[src/rtl/dht_pkg.sv]
package dht_pkg;
  typedef enum logic [1:0] {
    EN_OFF  = 2'b00,
    EN_ONCE = 2'b01,
    EN_LOOP = 2'b10
  } en_mode_e;

  localparam logic [7:0] OFS_CNT_LO = 8'h10;
  localparam logic [7:0] OFS_CNT_HI = 8'h14;
  localparam logic [7:0] OFS_PRD_LO = 8'h18;
  localparam logic [7:0] OFS_PRD_HI = 8'h1C;
  localparam logic [7:0] OFS_CTRL   = 8'h20;
  localparam logic [7:0] OFS_GCTRL  = 8'h24;

  localparam int LO_FIELD_SH = 6;
  localparam int HI_FIELD_SH = 22;

  function automatic en_mode_e decode_mode(input logic [1:0] f);
    case (f)
      2'b01:   return EN_ONCE;
      2'b10:   return EN_LOOP;
      default: return EN_OFF;
    endcase
  endfunction
endpackage

[src/rtl/dht_half.sv]
module dht_half
  import dht_pkg::*;
#(
  parameter int W = 32
) (
  input  logic         clk,
  input  logic         rst,
  input  logic         rel_i,
  input  logic         unchained_i,
  input  logic         mode_we_i,
  input  logic [1:0]   mode_wd_i,
  input  logic         cnt_we_i,
  input  logic         prd_we_i,
  input  logic [W-1:0] wd_i,
  output logic [W-1:0] cnt_o,
  output logic [W-1:0] prd_o,
  output logic [1:0]   mode_o,
  output logic         run_o,
  output logic         hit_o
);
  en_mode_e     mode_q;
  logic [W-1:0] cnt_q;
  logic [W-1:0] prd_q;
  logic         run;
  logic         hit;

  assign run = rel_i && unchained_i && (mode_q != EN_OFF);
  assign hit = run && !cnt_we_i && (cnt_q == prd_q);

  always_ff @(posedge clk) begin
    if (rst) begin
      mode_q <= EN_OFF;
      cnt_q  <= '0;
      prd_q  <= '1;
    end else begin
      if (prd_we_i) prd_q <= wd_i;

      if (!rel_i)        cnt_q <= '0;
      else if (cnt_we_i) cnt_q <= wd_i;
      else if (hit)      cnt_q <= '0;
      else if (run)      cnt_q <= cnt_q + 1'b1;

      if (mode_we_i)                      mode_q <= decode_mode(mode_wd_i);
      else if (hit && mode_q == EN_ONCE)  mode_q <= EN_OFF;
    end
  end

  assign cnt_o  = cnt_q;
  assign prd_o  = prd_q;
  assign mode_o = mode_q;
  assign run_o  = run;
  assign hit_o  = hit;

  // an unreleased half sits at zero
  assert_held_R2: assert property (@(posedge clk) disable iff (rst)
    !rel_i |=> (cnt_q == '0));

  // one step per cycle while running below the period
  assert_step_R4: assert property (@(posedge clk) disable iff (rst)
    (rel_i && unchained_i && mode_q != EN_OFF && !cnt_we_i && cnt_q != prd_q)
      |=> (cnt_q == $past(cnt_q) + 1'b1));

  // a period match reloads the count to zero
  assert_reload_R5: assert property (@(posedge clk) disable iff (rst)
    (rel_i && unchained_i && mode_q != EN_OFF && !cnt_we_i && cnt_q == prd_q)
      |=> (cnt_q == '0));

  // single mode turns itself off at the match
  assert_oneshot_R6: assert property (@(posedge clk) disable iff (rst)
    (rel_i && unchained_i && mode_q == EN_ONCE && !cnt_we_i && !mode_we_i
     && cnt_q == prd_q) |=> (mode_q == EN_OFF));
endmodule

[src/rtl/dht_cmp.sv]
module dht_cmp #(
  parameter int W = 32
) (
  input  logic         clk,
  input  logic         rst,
  input  logic         we_i,
  input  logic [W-1:0] wd_i,
  input  logic [W-1:0] cnt_i,
  input  logic         run_i,
  output logic [W-1:0] val_o,
  output logic         hit_o
);
  logic [W-1:0] val_q;
  logic         armed_q;
  logic         hit;

  assign hit = armed_q && run_i && (cnt_i == val_q);

  always_ff @(posedge clk) begin
    if (rst) begin
      val_q   <= '0;
      armed_q <= 1'b0;
    end else if (we_i) begin
      val_q   <= wd_i;
      armed_q <= 1'b1;
    end else if (hit) begin
      armed_q <= 1'b0;
    end
  end

  assign val_o = val_q;
  assign hit_o = hit;

  // a compare match fires once and disarms
  assert_cmp_once_R11: assert property (@(posedge clk) disable iff (rst)
    (hit && !we_i) |=> !armed_q);
endmodule

[src/rtl/dual_half_timer.sv]
module dual_half_timer
  import dht_pkg::*;
#(
  parameter int          ADDR_W  = 8,
  parameter int          CNT_W   = 32,
  parameter bit          HAS_CMP = 1'b1,
  parameter logic [7:0]  CMP_OFS = 8'h60
) (
  input  logic              clk,
  input  logic              rst,
  input  logic [ADDR_W-1:0] addr_i,
  input  logic [CNT_W-1:0]  wdata_i,
  input  logic              we_i,
  output logic [CNT_W-1:0]  rdata_o,
  output logic              irq_lo_o,
  output logic              irq_hi_o
);
  localparam int NUM_HALF = 2;

  logic [3:0]       gctrl_q;
  logic             unchained;
  logic [CNT_W-1:0] cnt   [NUM_HALF];
  logic [CNT_W-1:0] prd   [NUM_HALF];
  logic [1:0]       mode  [NUM_HALF];
  logic [NUM_HALF-1:0] run;
  logic [NUM_HALF-1:0] hit;
  logic             ctrl_we;
  logic             cmp_hit;
  logic [CNT_W-1:0] cmp_val;
  logic [CNT_W-1:0] rd_n;
  logic             mapped;
  logic [CNT_W-1:0] rdata_q;
  logic             irq_lo_q;
  logic             irq_hi_q;

  assign unchained = (gctrl_q[3:2] == 2'b01);
  assign ctrl_we   = we_i && (addr_i == ADDR_W'(OFS_CTRL));

  for (genvar h = 0; h < NUM_HALF; h++) begin : g_half
    localparam logic [7:0] CNT_OFS = (h == 0) ? OFS_CNT_LO : OFS_CNT_HI;
    localparam logic [7:0] PRD_OFS = (h == 0) ? OFS_PRD_LO : OFS_PRD_HI;
    localparam int         SH      = (h == 0) ? LO_FIELD_SH : HI_FIELD_SH;

    dht_half #(.W(CNT_W)) u_half (
      .clk         (clk),
      .rst         (rst),
      .rel_i       (gctrl_q[h]),
      .unchained_i (unchained),
      .mode_we_i   (ctrl_we),
      .mode_wd_i   (wdata_i[SH +: 2]),
      .cnt_we_i    (we_i && (addr_i == ADDR_W'(CNT_OFS))),
      .prd_we_i    (we_i && (addr_i == ADDR_W'(PRD_OFS))),
      .wd_i        (wdata_i),
      .cnt_o       (cnt[h]),
      .prd_o       (prd[h]),
      .mode_o      (mode[h]),
      .run_o       (run[h]),
      .hit_o       (hit[h])
    );
  end

  if (HAS_CMP) begin : g_cmp
    dht_cmp #(.W(CNT_W)) u_cmp (
      .clk   (clk),
      .rst   (rst),
      .we_i  (we_i && (addr_i == ADDR_W'(CMP_OFS))),
      .wd_i  (wdata_i),
      .cnt_i (cnt[0]),
      .run_i (run[0]),
      .val_o (cmp_val),
      .hit_o (cmp_hit)
    );
  end else begin : g_nocmp
    assign cmp_val = '0;
    assign cmp_hit = 1'b0;
  end

  always_comb begin
    rd_n   = '0;
    mapped = 1'b1;
    if      (addr_i == ADDR_W'(OFS_CNT_LO)) rd_n = cnt[0];
    else if (addr_i == ADDR_W'(OFS_CNT_HI)) rd_n = cnt[1];
    else if (addr_i == ADDR_W'(OFS_PRD_LO)) rd_n = prd[0];
    else if (addr_i == ADDR_W'(OFS_PRD_HI)) rd_n = prd[1];
    else if (addr_i == ADDR_W'(OFS_CTRL)) begin
      rd_n[LO_FIELD_SH +: 2] = mode[0];
      rd_n[HI_FIELD_SH +: 2] = mode[1];
    end
    else if (addr_i == ADDR_W'(OFS_GCTRL)) rd_n[3:0] = gctrl_q;
    else if (HAS_CMP && addr_i == ADDR_W'(CMP_OFS)) rd_n = cmp_val;
    else mapped = 1'b0;
  end

  always_ff @(posedge clk) begin
    if (rst) begin
      gctrl_q  <= '0;
      rdata_q  <= '0;
      irq_lo_q <= 1'b0;
      irq_hi_q <= 1'b0;
    end else begin
      if (we_i && addr_i == ADDR_W'(OFS_GCTRL)) gctrl_q <= wdata_i[3:0];
      rdata_q  <= rd_n;
      irq_lo_q <= hit[0] || cmp_hit;
      irq_hi_q <= hit[1];
    end
  end

  assign rdata_o  = rdata_q;
  assign irq_lo_o = irq_lo_q;
  assign irq_hi_o = irq_hi_q;

  // unmapped offsets read back as zero
  assert_unmapped_R12: assert property (@(posedge clk) disable iff (rst)
    !mapped |=> (rdata_o == '0));

  // the upper interrupt follows an upper period match
  assert_irq_hi_R5: assert property (@(posedge clk) disable iff (rst)
    (gctrl_q[1] && unchained && mode[1] != 2'b00 && cnt[1] == prd[1]
     && !(we_i && addr_i == ADDR_W'(OFS_CNT_HI))) |=> irq_hi_o);
endmodule

[config.mk]
export PLATFORM = sky130hd
export DESIGN_NAME = dual_half_timer
export DESIGN_NICKNAME = d
export VERILOG_FILES = /design/src/rtl/dht_pkg.sv /design/src/rtl/dht_half.sv /design/src/rtl/dht_cmp.sv /design/src/rtl/dual_half_timer.sv
export SDC_FILE = /design/constraint.sdc
export NUM_CORES = 1
export LEC_CHECK = 0
export BUFFER_PORTS_ARGS = -buffer_cell sky130_fd_sc_hd__buf_4
export CAP_MARGIN = 40
export CORE_AREA = 5 5 143 145
export DETAILED_ROUTE_END_ITERATION = 10
export DIE_AREA = 0 0 148 150
export HOLD_SLACK_MARGIN = 0.05
export PLACE_DENSITY_LB_ADDON = 0.25
export SKIP_LAST_GASP = 1
export SYNTH_ARGS = -nofsm -noshare
export SYNTH_HDL_FRONTEND = slang
export SYNTH_SLANG_ARGS = --single-unit
[constraint.sdc]
create_clock -name clk -period 5.8 [get_ports clk]
set_input_delay 1.16 -clock clk [delete_from_list [all_inputs] [get_ports clk]]
set_output_delay 1.16 -clock clk [all_outputs]
set_load 0.02 [all_outputs]
==> results.cfg, run 1 <==
[global_routing]
grt_pass1_vias = 9667
antenna_found_initial = 0
grt_max_degree = 74
gr-total-overflow = 0
grt_first_pass_wirelength_um = 55600
grt_usage_pct = 31.41

[power]
p_leak_nw = 4.941
ir_drop_v = 0.0002364
combPwrFrac_pct = 4.5
intPower_mw = 2.356
power_density_mw_per_mm2 = 242.3
p_sw_mw = 0.6845
finalPower_mw = 3.040
seq_power_share_pct = 46.0
swShare_pct = 22.51
pwr-share-clk_pct = 49.5

[synth]
ys_ff_latch = 203
syn-mean-instance-area_um2 = 7.851
netlist_instances = 1425
syn_nets = 1470
synthDistinctLibCells = 57
yosysTopAreaCell = dfxtp_1
async_reset_ff_share_pct = 0
yosysTopAreaCellShare_pct = 36.33
ys_top_cells_by_area = dfxtp_1, xor2_1, nand2_1
synth_edf_count = 0
yosysWarningCount = 0
seq_area_frac_synth_pct = 36.33
syn_area_mm2 = 0.01119
ys.flop_type = dfxtp_1

[die]
initial_core_util_pct = 58.63
die_w_um = 148
num_rows = 51
ioPinCount = 77
coreArea_mm2 = 0.01908
fp.dieH_um = 150
die_area_mm2 = 0.02220

[clock_tree]
ctsResizeCount = 0
htree_levels = 1
postCtsSetupBuffers = 0
cts-root-buf = clkbuf_16
clockBufferDepth = 3
cts_tree = yes
clock_sinks = 203
cts_made_buffers = 23
cts_hold_buffers = 0
clk_latency_ns = 0.52
clk_pin_slew_ns = 0.06

[finish]
drive_gt1_share_pct = 10.70
fin_cells = 1668
fin_util_pct = 65.76
mostFrequentLayoutCells = nand2_1, dfxtp_1, xor2_1
area_growth_pct = 12.15
final_area_mm2 = 0.01255
insertedDiodeCount = 0
fin_nets = 1460
mostFrequentLayoutCell = nand2_1

[place]
dp_slack_ns = 2.062
gp_congestion = 0.9307
portBuffers = 76
dp_hpwl_um = 25650
placed_cells = 1628
post_dp_cell_area_mm2 = 0.01178

[timing]
max-slew-margin-rel_pct = 37.67
fin_ws_ns = 2.507
clock_skew_ns = 0.01491
maxSlewViolCount = 0
tightest_slew_ns = 0.9319
fin_setup_tns_ns = 0
rsz0062_at_grt = false
max_freq_mhz = 303.7
min_period_ns = 3.293
final-hold-violation-count = 0
finalCritPeriodShare_pct = 56.78
hold_ws_ns = 0.4769
setup_violations = 0

[setup_path]
worstSetupEndpointType = flop
critPathArrivalTime_ns = 3.67
cp_max_fo = 30
criticalPathCategory = input port to flop
critPathLaunchType = input port
cp.required_ns = 6.18

[drt]
wl_per_cell_um = 21.35
drcViolationCount = 0
final_antenna_net_count = 0
vias = 10706
via_per_inst = 6.418
routed_wl_um = 35610
drt_iter0_markers = 1532
firstDrtPassIters = 7

[job]
cap_viol_max_count = 0

[min_path]
hold_class = flop to flop

[run_status]
status = finished clean
## cells by family after synthesis
kind of cell / count (synthesis) / share of synthesized area, %
and+or+nand+nor: 627 / 28.84
DFF: 203 / 36.33
adders and majority gates: 2 / 0.2237
xor gates and xnor gates: 150 / 11.74
muxes: 37 / 3.344
buffers and inverters: 148 / 5.547
AOI/OAI and AO/OA: 258 / 13.97
## layout make-up
type	instances	area, um^2
timing repair buffer	98	832.0
fill	1601	6534
inverter	15	56.30
multi-input combinational	1074	6526
clock inverter	7	116.4
sequential	203	4064
tap	238	297.8
clock buffer	33	653.1
## worst paths after layout
path,slack [ns],cells after the start,to,start
setup / recovery,2.51,7,rdata_o[0],addr_i[3]
hold / removal,0.48,2,g_cmp.u_cmp.armed_q,g_cmp.u_cmp.armed_q
setup reg to reg,3.25,6,g_half[0].u_half.cnt_o[26],g_half[0].u_half.cnt_o[14]
hold reg to reg,0.48,2,g_cmp.u_cmp.armed_q,g_cmp.u_cmp.armed_q
## synthesized netlist by cell type, types with 2 or more instances
cell	count
a21oi_1	115
buf_1	5
nand4b_1	2
and2_1	5
mux2i_1	34
dfxtp_1	203
buf_2	31
nand4_1	22
o31a_1	2
mux2_2	3
nor4_1	31
xor2_1	118
and4_1	9
or4_1	3
o22ai_1	56
nand2_1	230
a21o_1	9
a211oi_1	4
nand3b_1	64
or3_1	3
o31ai_1	4
nor3_4	2
o221ai_1	6
nor4_2	2
a221oi_1	4
a31oi_1	6
nor3_1	46
xnor2_1	32
nor2b_1	6
o21ai_0	15
ha_1	2
clkbuf_1	93
and3_1	64
nand3_1	39
nand2b_1	7
buf_6	3
nor2_1	82
o21ai_2	2
o2111ai_1	2
a22oi_1	28
inv_1	15
## sequential cells by signal (all words and copies together), names as in the netlist
register              flops
g_half.u_half.cnt_o      64
g_half.u_half.prd_o      64
g_cmp.u_cmp.val_o        32
rdata_o                  32
g_half.u_half.mode_o      4
gctrl_q                   4
g_cmp.u_cmp.armed_q       1
irq_hi_o                  1
irq_lo_o                  1
## routing by layer
layer | track usage, % | routed length, um
met5 | 0 | 0
met4 | 9.607 | 1068
met3 | 4.543 | 3782
met2 | 47.02 | 15430
met1 | 46.80 | 15320
## critical path: stages
cell,delay (ns)
buf_4,0.21
or4_1,0.76
nor2_1,0.51
nand2_1,0.49
buf_8,0.31
o32ai_1,0.14
nor3_1,0.08
## power groups by stage
stage          Sequential (mW)  Combinational [mW]  Clock, mW
6_report                  1.40               0.136       1.51
4_1_cts                   1.40               0.130       1.52
2_1_floorplan             1.43              0.0586          0
3_5_place_dp              1.43               0.130          0
5_1_grt                   1.40               0.141       1.59
3_3_place_gp              1.43               0.128          0
(Power assumes the default switching activity.)
==> run 2: changes to the inputs <==
--- a/config.mk
+++ b/config.mk
@@ -5,11 +5,12 @@
 export SDC_FILE = /design/constraint.sdc
 export NUM_CORES = 1
 export LEC_CHECK = 0
+export ABC_AREA = 1
 export BUFFER_PORTS_ARGS = -buffer_cell sky130_fd_sc_hd__buf_4
 export CAP_MARGIN = 40
-export CORE_AREA = 5 5 143 145
+export CORE_AREA = 5 5 154 156
 export DETAILED_ROUTE_END_ITERATION = 10
-export DIE_AREA = 0 0 148 150
+export DIE_AREA = 0 0 159 161
 export HOLD_SLACK_MARGIN = 0.05
 export PLACE_DENSITY_LB_ADDON = 0.25
 export SKIP_LAST_GASP = 1
==> constraint.sdc (replaced) <==
create_clock -name clk -period 3 [get_ports clk]
set_input_delay 0.6 -clock clk [delete_from_list [all_inputs] [get_ports clk]]
set_output_delay 0.6 -clock clk [all_outputs]
set_load 0.02 [all_outputs]
==> run 2 against run 1 <==
Net effect: flip-flop and latch count unchanged; final area up 9.4%; largest power group unchanged; combinational power increased by 78%; critical path type is now flop to flop; wire length grew 38%; critical path depth rose by 1; final cell count grew 34%; first-iteration DRC count grew 20%; critical endpoint is now g_half[1].u_half.cnt_o[19]; worst setup slack got worse by 2.0 ns.
==> results.cfg, run 2 <==
[timing]
clock_skew_ns = 0.02152
rsz0062_at_grt = false
finalCritPeriodShare_pct = 82.91
max-slew-margin-rel_pct = 42.71
tightest_slew_ns = 0.8581
max_freq_mhz = 402.0
maxSlewViolCount = 0
setup_violations = 0
final-hold-violation-count = 0
fin_setup_tns_ns = 0
min_period_ns = 2.487

[synth]
synthDistinctLibCells = 44
yosysTopAreaCellShare_pct = 33.31
ys_ff_latch = 203
ys.flop_type = dfxtp_1
seq_area_frac_synth_pct = 33.31
syn_nets = 1942
synthTopCellsByCount = nand2_1, inv_1, dfxtp_1
synth.most_common_cell = nand2_1
syn-mean-instance-area_um2 = 6.432
ys_top_cells_by_area = dfxtp_1, nand2_1, inv_1
netlist_instances = 1897
synth_edf_count = 0
yosysTopAreaCell = dfxtp_1
async_reset_ff_share_pct = 0
yosysWarningCount = 0
syn_area_mm2 = 0.01220

[clock_tree]
ctsResizeCount = 0
cts-root-buf = clkbuf_16
clock_sinks = 203
clk_pin_slew_ns = 0.06
cts_tree = yes
cts_made_buffers = 24
clockBufferDepth = 3
clk_latency_ns = 0.54
cts_hold_buffers = 0
postCtsSetupBuffers = 0
htree_levels = 1

[finish]
fillers = 2199
seqCellArea_mm2 = 0.004064
mostFrequentLayoutCell = nand2_1
multi_input_area_mm2 = 0.006659
area_growth_pct = 12.53
mostFrequentLayoutCells = nand2_1, inv_1, dfxtp_1
insertedDiodeCount = 0
fin_nets = 1983
drive_gt1_share_pct = 10.79
final_area_mm2 = 0.01373
fin_util_pct = 61.77

[global_routing]
antenna_found_initial = 0
grt_first_pass_wirelength_um = 74450
grt_usage_pct = 36.76
gr-total-overflow = 0
grt_max_degree = 57
grt_pass1_vias = 12486

[drt]
drt_iter0_markers = 1833
firstDrtPassIters = 8
wl_per_cell_um = 21.85
final_antenna_net_count = 0
drcViolationCount = 0
via_per_inst = 5.975
routed_wl_um = 48970
vias = 13389

[setup_path]
criticalPathCategory = flop to flop
cp_max_fo = 31
critPathArrivalTime_ns = 2.89
slowest_stage = nor3_2
critPathLaunchType = flop
cp.required_ns = 3.40
cpMostUsedCell = nand2_1
slowest_delay_ns = 0.53
reg2regPathDepth = 8
cp_cell_sequence = inv_1, nand2_1, nor3_2, nand2_1, inv_2, nand3_1, nand2_1, a21oi_1
worstSetupEndpointType = flop
reg2reg_to = g_half[1].u_half.cnt_o[19]
r2r_slack_ns = 0.51
reg2reg_from = gctrl_q[3]

[place]
dp_hpwl_um = 37580
gp_congestion = 0.9618
portBuffers = 76
post_dp_cell_area_mm2 = 0.01290

[power]
seq_power_share_pct = 44.8
p_leak_nw = 5.521
swShare_pct = 23.42
ir_drop_v = 0.0004025
pwr-share-clk_pct = 51.2
power_density_mw_per_mm2 = 439.7
p_sw_mw = 1.414
intPower_mw = 4.624
combPwrFrac_pct = 4.0

[die]
fp.dieH_um = 161
die_w_um = 159
coreArea_mm2 = 0.02223
num_rows = 55
die_area_mm2 = 0.02560
ioPinCount = 77
initial_core_util_pct = 54.89

[run_status]
status = finished clean

[min_path]
hp-start = wdata_i[29]
hold_class = input port to flop
hold_end = g_half[0].u_half.prd_o[29]
min_path_cells = 3

[job]
cap_viol_max_count = 0
run 2: cell types whose count changed in the layout (fill, tap and decap cells not counted), moves of 30 or more:
cell | previous run | this run
inv_1 | 15 | 246
nand2_1 | 230 | 477
xor2_1 | 118 | 18
o211ai_1 | 0 | 30
and3_1 | 64 | 0
nand3b_1 | 64 | 4
nor4_1 | 31 | 0
nor2_1 | 80 | 138
mux2i_1 | 34 | 0
o21ai_0 | 15 | 112
a21oi_1 | 115 | 170
nand4_1 | 22 | 65
nand3_1 | 39 | 98
run 2: critical path, delay by kind of cell (launching register included):
| family | cells | cell delay [ns] |
|---|---|---|
| compound gates | 1 | 0.06 |
| simple gates | 5 | 1.36 |
| buf+inv | 2 | 0.62 |
| flops | 1 | 0.30 |
run 2: metal layers:
metal	GRT usage, %	part of all wire, %	vias to the layer above	routed length (um)
met5	0	0	-	0
met4	15.47	4.9	0	2402
met3	7.502	12	133	6087
met2	54.64	42	869	20660
met1	52.03	40	6075	19820
li1	-	-	6312	-
run 2: through the flow:
stage                     worst slack, ns  std cells  hold slack, ns  total power [mW]
after floorplan                     1.218       1897          0.4442             2.857
after global routing               0.3728       2241          0.3348             6.191
final                              0.5126       2241          0.3184             6.038
after CTS                          0.6671       2241          0.3162             6.027
after detailed placement           0.5308       2197          0.4725             2.991
after global placement             0.5546       2197          0.4710             2.992
run 2: power by group through the flow:
stage | clock (mW) | sequential, mW | combinational, mW
final | 3.09 | 2.70 | 0.242
after global routing | 3.24 | 2.70 | 0.250
after CTS | 3.09 | 2.70 | 0.229
after detailed placement | 0 | 2.76 | 0.227
after global placement | 0 | 2.76 | 0.228
after floorplan | 0 | 2.77 | 0.0908
run 2: worst max-delay path by stage:
stage	to	slack [ns]	start	cells after the start
5_1_grt	g_half[1].u_half.cnt_o[10]	0.37	gctrl_q[3]	9
3_5_place_dp	g_half[0].u_half.cnt_o[3]	0.53	addr_i[4]	12
2_1_floorplan	g_half[0].u_half.prd_o[4]	1.22	addr_i[4]	13
3_3_place_gp	g_half[0].u_half.cnt_o[25]	0.55	addr_i[4]	12
6_report	g_half[1].u_half.cnt_o[19]	0.51	gctrl_q[3]	8
4_1_cts	g_half[1].u_half.cnt_o[19]	0.67	gctrl_q[3]	8
run 2: final cells by class:
type	instances	share of cell area (%)
Multi-Input combinational cell	1336	48.50
Sequential cell	203	29.60
Timing Repair Buffer	109	6.051
Inverter	264	7.226
Tap cell	285	2.597
Clock inverter	14	1.121
Clock buffer	30	4.912
run 2: logic make-up (layout without fill, tap and decap cells):
group	count (synthesis)	in the layout	synth area share, %
compound gates	416	416	19.06
simple gates	855	855	30.78
buf+inv	358	417	12.12
fa+ha+maj	2	2	0.2051
xor+xnor	63	63	4.522
flops	203	203	33.31
